## src/rtl/mw_pkg.sv

```systemverilog
package mw_pkg;

  typedef enum logic [2:0] {
    ST_IDLE,
    ST_OPC,
    ST_ADDR,
    ST_DATA,
    ST_READ,
    ST_BUSY,
    ST_STAT
  } mw_state_e;

  // opcode values carried on the wire
  typedef enum logic [1:0] {
    OP_EXT   = 2'b00,
    OP_WRITE = 2'b01,
    OP_READ  = 2'b10,
    OP_ERASE = 2'b11
  } mw_op_e;

  // extended command selected by the top two address bits
  typedef enum logic [1:0] {
    XT_LOCK   = 2'b00,
    XT_FILL   = 2'b01,
    XT_WIPE   = 2'b10,
    XT_UNLOCK = 2'b11
  } mw_ext_e;

  typedef enum logic [1:0] {
    PRG_WORD,
    PRG_WIPE,
    PRG_FILL
  } prg_kind_e;

endpackage

```

## src/rtl/mw_sync.sv

```systemverilog
module mw_sync #(
  parameter int W      = 3,
  parameter int STAGES = 2
) (
  input  logic         clk,
  input  logic         rst_n,
  input  logic [W-1:0] d,
  output logic [W-1:0] q
);

  logic [W-1:0] pipe_q [STAGES];

  for (genvar g = 0; g < STAGES; g++) begin : g_stage
    logic [W-1:0] src;
    if (g == 0) begin : g_first
      assign src = d;
    end else begin : g_next
      assign src = pipe_q[g-1];
    end
    always_ff @(posedge clk or negedge rst_n) begin
      if (!rst_n) pipe_q[g] <= '0;
      else        pipe_q[g] <= src;
    end
  end

  assign q = pipe_q[STAGES-1];

endmodule

```

## src/rtl/mw_busy_timer.sv

```systemverilog
module mw_busy_timer
  import mw_pkg::*;
#(
  parameter int T_WORD = 1000,
  parameter int T_ERAL = 2000,
  parameter int T_WRAL = 4000
) (
  input  logic      clk,
  input  logic      rst_n,
  input  logic      start,
  input  prg_kind_e kind,
  output logic      busy
);

  localparam int TMAX = (T_WRAL > T_ERAL) ? ((T_WRAL > T_WORD) ? T_WRAL : T_WORD)
                                          : ((T_ERAL > T_WORD) ? T_ERAL : T_WORD);
  localparam int TW   = $clog2(TMAX + 1);

  logic [TW-1:0] cnt_q, cnt_d, len;

  always_comb begin
    unique case (kind)
      PRG_WIPE: len = TW'(T_ERAL);
      PRG_FILL: len = TW'(T_WRAL);
      default:  len = TW'(T_WORD);
    endcase
  end

  always_comb begin
    cnt_d = cnt_q;
    if (start)              cnt_d = len;
    else if (cnt_q != '0)   cnt_d = cnt_q - TW'(1);
  end

  always_ff @(posedge clk or negedge rst_n) begin
    if (!rst_n) cnt_q <= '0;
    else        cnt_q <= cnt_d;
  end

  assign busy = (cnt_q != '0);

endmodule

```

## src/rtl/mw_array.sv

```systemverilog
module mw_array #(
  parameter int AW = 4,
  parameter int WW = 16
) (
  input  logic          clk,
  input  logic          rst_n,
  input  logic          we,
  input  logic          we_all,
  input  logic [AW-1:0] waddr,
  input  logic [WW-1:0] wdata,
  input  logic [AW-1:0] raddr,
  output logic [WW-1:0] rdata
);

  localparam int DEPTH = 1 << AW;

  logic [WW-1:0] mem_q [DEPTH];

  for (genvar g = 0; g < DEPTH; g++) begin : g_word
    logic hit;
    assign hit = we && (we_all || (waddr == AW'(g)));
    always_ff @(posedge clk or negedge rst_n) begin
      if (!rst_n)   mem_q[g] <= '1;
      else if (hit) mem_q[g] <= wdata;
    end
  end

  assign rdata = mem_q[raddr];

endmodule

```

## src/rtl/mw_ctrl.sv

```systemverilog
module mw_ctrl
  import mw_pkg::*;
#(
  parameter int AW = 4,
  parameter int WW = 16
) (
  input  logic          clk,
  input  logic          rst_n,
  input  logic          cs,
  input  logic          rise,
  input  logic          di,
  input  logic          busy,
  input  logic [WW-1:0] rdata,
  output mw_state_e     st_o,
  output logic          dout_o,
  output logic [AW-1:0] raddr,
  output logic          arr_we,
  output logic          arr_all,
  output logic [AW-1:0] arr_addr,
  output logic [WW-1:0] arr_data,
  output logic          prg_start,
  output prg_kind_e     prg_kind
);

  localparam int NMAX = (AW > WW) ? AW : WW;
  localparam int CW   = $clog2(NMAX);

  mw_state_e      st_q, st_d;
  mw_op_e         op_q, op_d;
  logic [CW-1:0]  cnt_q, cnt_d;
  logic [NMAX-1:0] sr_q, sr_d, sr_nx;
  logic [AW-1:0]  addr_q, addr_d, a_nx;
  logic [WW-1:0]  rw_q, rw_d;
  logic           dout_q, dout_d;
  logic           wen_q, wen_d;
  logic           commit, c_all, c_ones;
  prg_kind_e      c_kind;
  mw_ext_e        ext;

  assign sr_nx = {sr_q[NMAX-2:0], di};
  assign a_nx  = sr_nx[AW-1:0];
  assign ext   = mw_ext_e'(sr_nx[AW-1 -: 2]);

  always_comb begin
    st_d   = st_q;
    op_d   = op_q;
    cnt_d  = cnt_q;
    sr_d   = sr_q;
    addr_d = addr_q;
    rw_d   = rw_q;
    dout_d = dout_q;
    wen_d  = wen_q;
    commit = 1'b0;
    c_all  = 1'b0;
    c_ones = 1'b0;
    c_kind = PRG_WORD;
    if (st_q == ST_BUSY) begin
      if (!busy) st_d = cs ? ST_STAT : ST_IDLE;
    end else if (!cs) begin
      st_d = ST_IDLE;
    end else if (rise) begin
      unique case (st_q)
        ST_IDLE, ST_STAT: begin
          if (di) begin
            st_d  = ST_OPC;
            cnt_d = '0;
          end
        end
        ST_OPC: begin
          op_d = mw_op_e'({op_q[0], di});
          if (cnt_q == '0) begin
            cnt_d = CW'(1);
          end else begin
            cnt_d = '0;
            st_d  = ST_ADDR;
          end
        end
        ST_ADDR: begin
          sr_d = sr_nx;
          if (cnt_q != CW'(AW - 1)) begin
            cnt_d = cnt_q + CW'(1);
          end else begin
            cnt_d  = '0;
            addr_d = a_nx;
            unique case (op_q)
              OP_READ: begin
                st_d   = ST_READ;
                rw_d   = rdata;
                dout_d = 1'b0;
              end
              OP_WRITE: st_d = ST_DATA;
              OP_ERASE: begin
                commit = 1'b1;
                c_ones = 1'b1;
              end
              default: begin
                unique case (ext)
                  XT_UNLOCK: begin
                    wen_d = 1'b1;
                    st_d  = ST_IDLE;
                  end
                  XT_LOCK: begin
                    wen_d = 1'b0;
                    st_d  = ST_IDLE;
                  end
                  XT_FILL: st_d = ST_DATA;
                  default: begin
                    commit = 1'b1;
                    c_all  = 1'b1;
                    c_ones = 1'b1;
                    c_kind = PRG_WIPE;
                  end
                endcase
              end
            endcase
          end
        end
        ST_DATA: begin
          sr_d = sr_nx;
          if (cnt_q != CW'(WW - 1)) begin
            cnt_d = cnt_q + CW'(1);
          end else begin
            cnt_d  = '0;
            commit = 1'b1;
            c_all  = (op_q == OP_EXT);
            c_kind = (op_q == OP_EXT) ? PRG_FILL : PRG_WORD;
          end
        end
        ST_READ: begin
          dout_d = rw_q[WW-1];
          if (cnt_q == CW'(WW - 1)) begin
            cnt_d  = '0;
            addr_d = addr_q + AW'(1);
            rw_d   = rdata;
          end else begin
            cnt_d = cnt_q + CW'(1);
            rw_d  = {rw_q[WW-2:0], 1'b0};
          end
        end
        default: ;
      endcase
    end
    if (commit) st_d = wen_q ? ST_BUSY : ST_STAT;
  end

  always_ff @(posedge clk or negedge rst_n) begin
    if (!rst_n) begin
      st_q   <= ST_IDLE;
      op_q   <= OP_EXT;
      cnt_q  <= '0;
      sr_q   <= '0;
      addr_q <= '0;
      rw_q   <= '0;
      dout_q <= 1'b0;
      wen_q  <= 1'b0;
    end else begin
      st_q   <= st_d;
      op_q   <= op_d;
      cnt_q  <= cnt_d;
      sr_q   <= sr_d;
      addr_q <= addr_d;
      rw_q   <= rw_d;
      dout_q <= dout_d;
      wen_q  <= wen_d;
    end
  end

  assign st_o      = st_q;
  assign dout_o    = dout_q;
  assign raddr     = (st_q == ST_READ) ? (addr_q + AW'(1)) : a_nx;
  assign arr_we    = commit && wen_q;
  assign arr_all   = c_all;
  assign arr_addr  = (st_q == ST_DATA) ? addr_q : a_nx;
  assign arr_data  = c_ones ? '1 : sr_nx[WW-1:0];
  assign prg_start = commit && wen_q;
  assign prg_kind  = c_kind;

endmodule

```

## src/rtl/mw_eeprom_slave.sv

```systemverilog
module mw_eeprom_slave
  import mw_pkg::*;
#(
  parameter bit ORG_X16     = 1'b1,
  parameter int CORE_AW     = 4,
  parameter int T_WORD      = 1000,
  parameter int T_ERAL      = 2000,
  parameter int T_WRAL      = 4000,
  parameter int SYNC_STAGES = 2
) (
  input  logic clk,
  input  logic rst_n,
  input  logic cs_i,
  input  logic sclk_i,
  input  logic di_i,
  output logic sdo_o,
  output logic sdo_en_o
);

  localparam int WW = ORG_X16 ? 16 : 8;
  localparam int AW = ORG_X16 ? CORE_AW : CORE_AW + 1;

  logic          cs_s, sclk_s, di_s, sclk_d, rise;
  logic          prg_busy, prg_start, arr_we, arr_all, dout, in_read;
  prg_kind_e     prg_kind;
  mw_state_e     st;
  logic [AW-1:0] raddr, arr_addr;
  logic [WW-1:0] rdata, arr_data;

  mw_sync #(.W(3), .STAGES(SYNC_STAGES)) u_sync (
    .clk   (clk),
    .rst_n (rst_n),
    .d     ({cs_i, sclk_i, di_i}),
    .q     ({cs_s, sclk_s, di_s})
  );

  always_ff @(posedge clk or negedge rst_n) begin
    if (!rst_n) sclk_d <= 1'b0;
    else        sclk_d <= sclk_s;
  end

  assign rise = sclk_s && !sclk_d;

  mw_ctrl #(.AW(AW), .WW(WW)) u_ctrl (
    .clk       (clk),
    .rst_n     (rst_n),
    .cs        (cs_s),
    .rise      (rise),
    .di        (di_s),
    .busy      (prg_busy),
    .rdata     (rdata),
    .st_o      (st),
    .dout_o    (dout),
    .raddr     (raddr),
    .arr_we    (arr_we),
    .arr_all   (arr_all),
    .arr_addr  (arr_addr),
    .arr_data  (arr_data),
    .prg_start (prg_start),
    .prg_kind  (prg_kind)
  );

  mw_array #(.AW(AW), .WW(WW)) u_array (
    .clk    (clk),
    .rst_n  (rst_n),
    .we     (arr_we),
    .we_all (arr_all),
    .waddr  (arr_addr),
    .wdata  (arr_data),
    .raddr  (raddr),
    .rdata  (rdata)
  );

  mw_busy_timer #(.T_WORD(T_WORD), .T_ERAL(T_ERAL), .T_WRAL(T_WRAL)) u_timer (
    .clk   (clk),
    .rst_n (rst_n),
    .start (prg_start),
    .kind  (prg_kind),
    .busy  (prg_busy)
  );

  assign in_read  = (st == ST_READ);
  assign sdo_en_o = cs_s && (st == ST_READ || st == ST_BUSY || st == ST_STAT);
  assign sdo_o    = in_read ? dout : (st == ST_STAT);

endmodule

```

## config.mk

```make
export PLATFORM = sky130hd
export DESIGN_NAME = mw_eeprom_slave
export DESIGN_NICKNAME = d
export VERILOG_FILES = /design/src/rtl/mw_pkg.sv /design/src/rtl/mw_sync.sv /design/src/rtl/mw_busy_timer.sv /design/src/rtl/mw_array.sv /design/src/rtl/mw_ctrl.sv /design/src/rtl/mw_eeprom_slave.sv
export SDC_FILE = /design/constraint.sdc
export NUM_CORES = 1
export LEC_CHECK = 0
export BUFFER_PORTS_ARGS = -buffer_cell sky130_fd_sc_hd__buf_4
export CORE_MARGIN = 5
export CORE_UTILIZATION = 50
export DETAILED_ROUTE_END_ITERATION = 8
export PLACE_DENSITY = 0.76
export SYNTH_ARGS = -nofsm -noshare
export SYNTH_HDL_FRONTEND = slang
export SYNTH_SLANG_ARGS = --single-unit
export TNS_END_PERCENT = 5
```

## constraint.sdc

```tcl
create_clock -name clk -period 2.9 [get_ports clk]
set_input_delay 0.29 -clock clk [delete_from_list [all_inputs] [get_ports clk]]
set_output_delay 0.29 -clock clk [all_outputs]
set_load 0.05 [all_outputs]
```

==> flow_summary.toml, run 1 <==
[layout]
drive_above_1_share_pct = 46.6
layout.nets = 1394
syn_to_final_growth_pct = 12.7
diodes = 0
fin_util_pct = 57.2
final_cells = 1842

[timing]
fin_skew_ps = 19.4
period_needed_ps = 2820
relSlewSlack_pct = 28.2
hold_ws_ps = 356
rsz0062_at_grt = "no"
tns_ps = 0
setup_viol = 0
finalHoldViolCount = 0
min_period_over_period_pct = 97.2
fmax_ghz = 0.355
timing_worst_slew_pin_value_ps = 1070
maxSlewViolCount = 0

[flow_run]
cap_violations = 0

[setup_path]
path_class = "reg2reg"
path_delay_family = "compound AO/OA/AOI/OAI gates"
crit_arrival_ps = 3260
path_max_fanout = 16
end_kind = "flop"
slowest_stage = "o21ai_4"
rr_worst_depth = 8
required_ps = 3340
critPathMaxStageDelay_ps = 870
path_cells = "ha_1 -> buf_4 -> nand3_1 -> nor2_1 -> a21oi_1 -> nor2_4 -> o21ai_4 -> mux2_2"
cp-start-kind = "flop"
worst-path-stages = 8
path_buf_inv = 1

[synth]
synth-async-reset-ratio_pct = 100
synthTopCellsByArea = "dfstp_2, mux2_2, dfrtp_1, a211oi_1, mux2i_1"
netlist_top_cells_count = "dfstp_2, mux2_2, a211oi_1"
synth_top_area_share_pct = 40.7
yosysTopAreaCell = "dfstp_2"
syn_avg_cell_area_um2 = 12.3
synthFlopType = "dfstp_2"
synth-edff-count = 0
syn_inst = 1349
ys_seq_area_share_pct = 50.5
synth_area_mm2 = 0.0165
synth_fp_nets = 1369
synth_warnings = 0
ys_ff_latch = 321
ys_types = 55
synth_most_common_cell = "dfstp_2"

[detailed_routing]
wl_per_cell_um = 22.6
via_per_inst = 6.13
drt_iter0_drc = 1011
vias = 11297
wl_mm = 41.6
drc = 0
first_pass_iters = 7
ant_nets = 0

[clocking]
cts_tree = "yes"
clkLatencyLatePin_ps = 520
path_clk_slew_ps = 60
h-tree-depth = 2
cts.sinks = 321
clock_path_buffers = 3
cts-root-buf = "clkbuf_16"
numCtsBuffers = 35

[global_route]
grt_pass1_wl_mm = 66.4
grt_max_degree = 80
antenna_found_initial = 0
grt.total_usage_pct = 23.0
first_global_vias = 11638
gr-total-overflow = 0

[worst_hold_path]
worstHoldPathCells = 0
hold_class = "reg2reg"

[power_and_ir_drop]
vdd_drop_max_mv = 0.427
power_density_mw_per_mm2 = 598
p_leak_nw = 7.83
p_total_mw = 11.1

[floorplan]
coreArea_mm2 = 0.0326
die-area_mm2 = 0.0368
start_util_pct = 50.7
ios = 7
die_h_um = 192
die_w_um = 192
rows = 66

[place]
hpwl_mm = 23.9
place_congestion = 0.816
place_inst = 1768
port-buffer-count = 6

[status]
status = "finished, final reports clean"
## per-layer routing
metal,wire [um],track usage (%)
met5,0,0
met4,1480,8.37
met3,2850,4.69
met2,19100,36.0
met1,18100,31.9
## cells in the final DEF, fill, tap and decap left out, drive strengths merged, types with 3 or more instances in the layout
cell         netlist  routed
dfstp            256     256
nand3             10      10
a211oi           125     125
xor2               5       5
dlygate4sd3        0       4
a21oi             15      15
or3b               3       3
nor2              50      50
o31ai              3       3
nor3              10      10
nand4              3       3
nand2b            14      14
nand2             59      59
buf               48      89
mux2             274     274
nor2b              3       3
clkbuf            57      56
o211ai             5       5
or3                3       3
dfrtp             65      65
a31oi             10      10
a41oi             16      16
and2               4       4
inv               76      76
a211o             75      75
nor3b              9       9
clkinv             0       5
mux2i             75      75
xnor2              4       4
o21ai             38      38
ha                15      15
## layout make-up
class                           instances  area (um2)
Inverter                               76         285
Clock inverter                          7         108
Fill cell                            2610       14000
Clock buffer                           56        1030
Tap cell                              442         553
Sequential cell                       321        8350
Multi-Input combinational cell        847        7380
Timing Repair Buffer                   93         932
## power breakdown
part / switching [mW] / leakage [nW] / internal, mW
clock network: 1.81 / 0.551 / 2.62
registers: 0.0967 / 3.52 / 4.59
logic: 1.31 / 3.76 / 0.726
## stage by stage
step | setup WS (ps) | area (um2)
final | 81.4 | 18600
after global routing | 8.42 | 18600
after floorplan | 427 | 16500
after global placement | 157 | 17400
after CTS | 62.1 | 18600
after detailed placement | 94.9 | 17400
## final timing paths
kind / slack (ps) / startpoint / to
max reg2reg: 80 / u_ctrl.cnt_q[0] / u_array.mem_q[157]
min: 360 / u_sync.g_stage[1].src[2] / u_sync.q[2]
max: 80 / u_ctrl.cnt_q[0] / u_array.mem_q[157]
max in group asynchronous: 1590 / rst_n / u_array.mem_q[61]
min in group asynchronous: 370 / rst_n / u_sync.g_stage[1].src[0]
min reg2reg: 360 / u_sync.g_stage[1].src[2] / u_sync.q[2]
## cell families after synthesis
family	Yosys count	share of synthesized area [%]
DFF	321	50.5
AOI/OAI and AO/OA	295	14.1
xor gates and xnor gates	9	0.476
adders and majority gates	15	1.13
buffers and inverters	181	5.08
and+or+nand+nor	178	5.42
muxes	350	23.3
## state kept, by name (all words and copies together), names as in the netlist
signal / cells
u_timer.cnt_q: 12
u_ctrl.wen_q: 1
u_array.mem_q: 256
u_ctrl.op_q: 2
u_sync.q: 3
u_ctrl.addr_q: 4
sclk_d: 1
u_sync.g_stage.src: 3
u_ctrl.rw_q: 16
u_ctrl.st_o: 3
u_ctrl.dout_o: 1
u_ctrl.cnt_q: 4
u_ctrl.sr_q: 15
## repair_timing
item | in CTS | in global routing
endpoints found under the setup margin | 0 | 108
hold buffers | 4 | 0
resized for setup | 0 | 2
hold endpoints to repair | 34 | 0
buffers inserted | 0 | 7
No activity file was read; power rests on OpenSTA's default activity.
==> run 2: changes to the inputs <==
--- a/config.mk
+++ b/config.mk
@@ -5,6 +5,7 @@
 export SDC_FILE = /design/constraint.sdc
 export NUM_CORES = 1
 export LEC_CHECK = 0
+export ABC_AREA = 1
 export BUFFER_PORTS_ARGS = -buffer_cell sky130_fd_sc_hd__buf_4
 export CORE_MARGIN = 5
 export CORE_UTILIZATION = 50
==> flow_summary.toml, run 2 <==
[status]
status = "finished, final reports clean"

[clocking]
cts_tree = "yes"
cts-root-buf = "clkbuf_16"
numCtsBuffers = 36
clkLatencyLatePin_ps = 520
clock_path_buffers = 3
h-tree-depth = 2
post_cts_buffers = 0
cts.sinks = 321
path_clk_slew_ps = 60

[synth]
ys_seq_area_share_pct = 48.4
synthFlopType = "dfstp_2"
synthTopCellsByArea = "dfstp_2, nand2_1, nand3_1, dfrtp_1, inv_1"
synth_most_common_cell = "nand2_1"
synth-xor-area-share_pct = 0.508
synth_warnings = 0
synth-async-reset-ratio_pct = 100
synth_compound_area_share_pct = 11.5
synth-edff-count = 0
synth_top_area_share_pct = 39.0
netlist_top_cells_count = "nand2_1, nand3_1, inv_1"
synthMuxAreaShare_pct = 0.131
ys_types = 38
ys_ff_latch = 321
synth_area_mm2 = 0.0172
yosys.area_share.simple_pct = 26.0
syn_inst = 2148
synth_fa_ha_area_share_pct = 1.09
syn_avg_cell_area_um2 = 8.03
synth_fp_nets = 2168
synth_top_family_by_area = "simple AND/OR/NAND/NOR gates"
yosysTopAreaCell = "dfstp_2"

[detailed_routing]
drc = 0
wl_per_cell_um = 17.0
via_per_inst = 5.43
first_pass_iters = 6
vias = 14092
wl_mm = 44.1
drt_iter0_drc = 1488
ant_nets = 0

[layout]
fin_util_pct = 54.6
largest_reg_flops = 256
diodes = 0
layout_commonest_cell = "nand2_1"
syn_to_final_growth_pct = 8.65
reg_top3 = "u_array.mem_q (256), u_ctrl.rw_q (16), u_ctrl.sr_q (15)"
layout.nets = 2134
drive_above_1_share_pct = 24.0
design_area_mm2 = 0.0187
fill_cells = 3054
regMostFlops = "u_array.mem_q"
final_cells = 2596
final_cell_mix = "nand2_1, nand3_1, inv_1"

[global_route]
first_global_vias = 13833
antenna_found_initial = 0
grt_max_degree = 78
grt.total_usage_pct = 22.9
grt_pass1_wl_mm = 72.3
gr-total-overflow = 0

[floorplan]
ios = 7
die_h_um = 196
rows = 68
coreArea_mm2 = 0.0343
die_w_um = 196
die-area_mm2 = 0.0383
start_util_pct = 50.3

[timing]
finalHoldViolCount = 0
timing_worst_slew_pin_value_ps = 1050
min_period_over_period_pct = 95.4
period_needed_ps = 2770
fmax_ghz = 0.361
hold_ws_ps = 347
relSlewSlack_pct = 30.0
fin_skew_ps = 9.82
setup_viol = 0
maxSlewViolCount = 0
rsz0062_at_grt = "yes"

[setup_path]
cp-start-kind = "flop"
required_ps = 3330
path_class = "reg2reg"
end_kind = "flop"
path_max_fanout = 32
crit_arrival_ps = 3190

[power_and_ir_drop]
p_leak_nw = 7.85
power_density_mw_per_mm2 = 655
p_total_mw = 12.3
vdd_drop_max_mv = 0.456

[flow_run]
cap_violations = 0

[place]
hpwl_mm = 26.2
port-buffer-count = 6
place_inst = 2527
place_congestion = 0.899
place_area_mm2 = 0.0175

[worst_hold_path]
hold_class = "reg2reg"
==> run 2: cell count changes in the layout (fill, tap and decap cells not counted), sizes merged, moves of 32 or more <==
cell	before	now
a211o	75	1
a211oi	125	0
inv	76	312
mux2	274	2
mux2i	75	0
nand2	59	599
nand3	10	335
nor2	50	82
o21ai	38	310
==> run 2: kinds of logic (layout without fill, tap and decap cells) <==
family / after synthesis / in the layout
compound gates: 326 / 326
xor+xnor: 10 / 10
fa+ha+maj: 15 / 15
buf+inv: 444 / 437
flops: 321 / 321
mux: 2 / 2
simple gates: 1030 / 1030
==> run 2: where the power goes <==
group	leakage (nW)	switching, mW	internal, mW
Clock	0.600	1.83	2.85
Sequential	3.51	0.137	4.63
Combinational	3.74	2.06	0.779
==> run 2: path summary, 6_finish.rpt <==
kind                                          start                end  slack (ps)  depth (start not counted)
setup / recovery                     u_ctrl.st_o[2]  u_array.mem_q[15]         130                          9
hold / removal             u_sync.g_stage[1].src[2]        u_sync.q[2]         350                          0
setup reg to reg                     u_ctrl.st_o[2]  u_array.mem_q[15]         130                          9
hold reg to reg            u_sync.g_stage[1].src[2]        u_sync.q[2]         350                          0
max in group asynchronous                     rst_n  u_array.mem_q[94]        1640                          3
min in group asynchronous                     rst_n     u_ctrl.rw_q[7]         370                          2
==> run 2: final cells by class <==
class / count / area, um2 / share of cell area (%)
Clock buffer: 56 / 1090 / 5.80
Clock inverter: 9 / 128 / 0.681
Inverter: 310 / 1170 / 6.22
Multi-Input combinational cell: 1383 / 6800 / 36.3
Sequential cell: 321 / 8350 / 44.6
Tap cell: 455 / 569 / 3.04
Timing Repair Buffer: 62 / 637 / 3.40
==> run 2: timing repair <==
item / in CTS / in global routing
hold endpoints to repair: 21 / 0
endpoints found under the setup margin: 0 / 36
gates resized for setup: 0 / 2
hold buffers: 4 / 0
==> run 2: layer usage <==
layer	vias to the layer above	track usage [%]	share of wire (%)
met5	-	0	0
met4	0	7.55	2.9
met3	100	4.05	7.4
met2	505	37.9	47
met1	6747	30.8	43
li1	6740	-	-
==> run 2: critical path, cell delays in order (launching register included) <==
cell and delay, ps:
dfrtp_1 540, inv_2 190, nand3_2 140, nor2_4 160, nand2_2 100, o21ai_2 80
nand2_2 140, nor2_8 390, nand2_2 570, o21ai_1 340
==> run 2: metrics by stage <==
step | setup WS, ps | TNS [ps]
floorplan | 639 | 0
global placement | 220 | 0
detailed placement | 186 | 0
CTS | 173 | 0
global route | -63.3 | -741
finish | 132 | 0
==> run 3: changes to the inputs <==
--- a/config.mk
+++ b/config.mk
@@ -10,6 +10,7 @@
 export CORE_MARGIN = 5
 export CORE_UTILIZATION = 50
 export DETAILED_ROUTE_END_ITERATION = 8
+export GPL_TIMING_DRIVEN = 0
 export PLACE_DENSITY = 0.76
 export SYNTH_ARGS = -nofsm -noshare
 export SYNTH_HDL_FRONTEND = slang
==> flow_summary.toml, run 3 (synthesized netlist as in run 2, its figures left out) <==
[status]
status = "finished, final reports clean"

[setup_path]
path_class = "reg2reg"
required_ps = 3310
crit_arrival_ps = 3260
rrSetupSlack_ps = 50
slowest_stage = "dfrtp_1"
crit_top_cell = "nand2_1"
rr_worst_depth = 12
path_cells = "nor2_1 -> nand2_1 -> buf_4 -> nand2_1 -> o21ai_2 -> inv_1 -> clkbuf_1 -> nand3_1 -> nand3_1 -> nand3_1 -> nand2_1 -> nand2_1"
path_max_fanout = 10
end_kind = "flop"
r2r_end = "u_ctrl.rw_q[7]"
cp-start-kind = "flop"
rr_startpoint = "u_ctrl.st_o[1]"
critPathMaxStageDelay_ps = 490

[floorplan]
rows = 68
die_w_um = 196
ios = 7
coreArea_mm2 = 0.0343
start_util_pct = 50.3
die-area_mm2 = 0.0383
die_h_um = 196

[layout]
final_cell_mix = "nand2_1, nand3_1, inv_1"
drive_above_1_share_pct = 25.7
largest_reg_flops = 256
reg_top3 = "u_array.mem_q (256), u_ctrl.rw_q (16), u_ctrl.sr_q (15)"
fin_util_pct = 56.1
layout_commonest_cell = "nand2_1"
layout.nets = 2220
syn_to_final_growth_pct = 11.6
fill_cells = 3069
regMostFlops = "u_array.mem_q"
design_area_mm2 = 0.0192

[clocking]
clkLatencyLatePin_ps = 530
post_cts_buffers = 0
clock_path_buffers = 3
path_clk_slew_ps = 60
h-tree-depth = 2
cts-root-buf = "clkbuf_16"
cts.sinks = 321
numCtsBuffers = 37
cts_tree = "yes"

[global_route]
antenna_found_initial = 1
gr-total-overflow = 0
first_global_vias = 14409
grt_max_degree = 129
grt.total_usage_pct = 28.0
grt_pass1_wl_mm = 83.3

[timing]
maxSlewViolCount = 0
finalHoldViolCount = 0
relSlewSlack_pct = 17.7
tns_ps = 0
fin_skew_ps = 13.7
timing_worst_slew_pin_value_ps = 1230
rsz0062_at_grt = "yes"
period_needed_ps = 2850
setup_viol = 0
fmax_ghz = 0.351
min_period_over_period_pct = 98.2
hold_ws_ps = 348

[power_and_ir_drop]
p_total_mw = 13.1
power_density_mw_per_mm2 = 679
combPwrFrac_pct = 26.6
vdd_drop_max_mv = 0.564
swShare_pct = 36.1
pwr-share-clk_pct = 36.9
p_sw_mw = 4.71
p_seq_share_pct = 36.5
p_leak_nw = 8.11
p_int_mw = 8.35

[place]
port-buffer-count = 6
hpwl_mm = 38.1
place_area_mm2 = 0.0179
place_congestion = 1.01

[detailed_routing]
via_per_inst = 5.52
wl_mm = 53.6
drc = 0
wl_per_cell_um = 20.0
drt_iter0_drc = 1541
first_pass_iters = 8
ant_nets = 0
vias = 14799

[worst_hold_path]
hold_end = "u_sync.q[1]"
worstHoldPathCells = 0
min-delay-start = "u_sync.g_stage[1].src[1]"
hold_class = "reg2reg"

[flow_run]
cap_violations = 0
==> run 3: cell count changes in the layout (fill, tap and decap cells not counted), moves of 10 or more <==
cell / previous run / this run
buf_12: 12 / 0
clkbuf_1: 10 / 38
buf_4: 44 / 23
buf_2: 0 / 36
clkbuf_2: 0 / 10
buf_6: 1 / 44
==> run 3: critical path, delay by kind of cell (launching register included) <==
kind                   cells  cell delay (ps)
buffers and inverters      3              930
AOI/OAI and AO/OA          1              140
DFF                        1              490
and+or+nand+nor            8             1150
==> run 3: per-stage QoR <==
stage	instances	setup slack, ps
3_3_place_gp	2609	-1270
4_1_cts	2681	20.3
2_1_floorplan	2148	639
6_report	2682	53.6
3_5_place_dp	2612	-242
5_1_grt	2681	-23.9
==> run 3: worst max path at each step <==
stage,start,to,depth (start not counted)
CTS,u_ctrl.sr_q[1],u_array.mem_q[137],9
floorplan,u_ctrl.st_o[1],sdo_o,4
detailed placement,u_ctrl.sr_q[1],u_array.mem_q[230],10
finish,u_ctrl.st_o[1],u_ctrl.rw_q[7],12
global placement,rst_n,u_ctrl.addr_q[2],1
global route,u_ctrl.st_o[1],u_ctrl.rw_q[7],12
==> run 3: power groups by stage <==
stage / clock, mW / sequential (mW) / combinational (mW)
global route: 5.04 / 4.79 / 3.62
CTS: 4.87 / 4.76 / 3.34
detailed placement: 0 / 4.82 / 3.32
global placement: 0 / 4.81 / 3.26
finish: 4.82 / 4.77 / 3.47
floorplan: 0 / 4.79 / 1.84
==> run 3: cell type report <==
type                            instances  area, um2  share of cell area, %
Sequential cell                       321       8350                   43.4
Multi-Input combinational cell       1383       6790                   35.3
Inverter                              310       1170                   6.06
Clock buffer                           57       1090                   5.68
Buffer                                134        962                   5.00
Tap cell                              455        569                   2.96
Timing Repair Buffer                   13        159                  0.826
Clock inverter                          8        146                  0.761
Antenna cell                            1       2.50                 0.0130
==> run 3: metal layers <==
layer	global-route usage (%)	share of wire [%]	up-vias
met5	0	0	-
met4	10.9	4.1	0
met3	5.24	8.2	129
met2	43.3	45	635
met1	39.4	43	7141
li1	-	-	6894
==> run 3: what timing repair did <==
item | CTS | global route
pin swaps | 0 | 0
cloned | 0 | 0
hold buffers | 4 | 0
endpoints found under the hold margin | 40 | 0
resized for setup | 5 | 4
endpoints found under the setup margin | 43 | 28
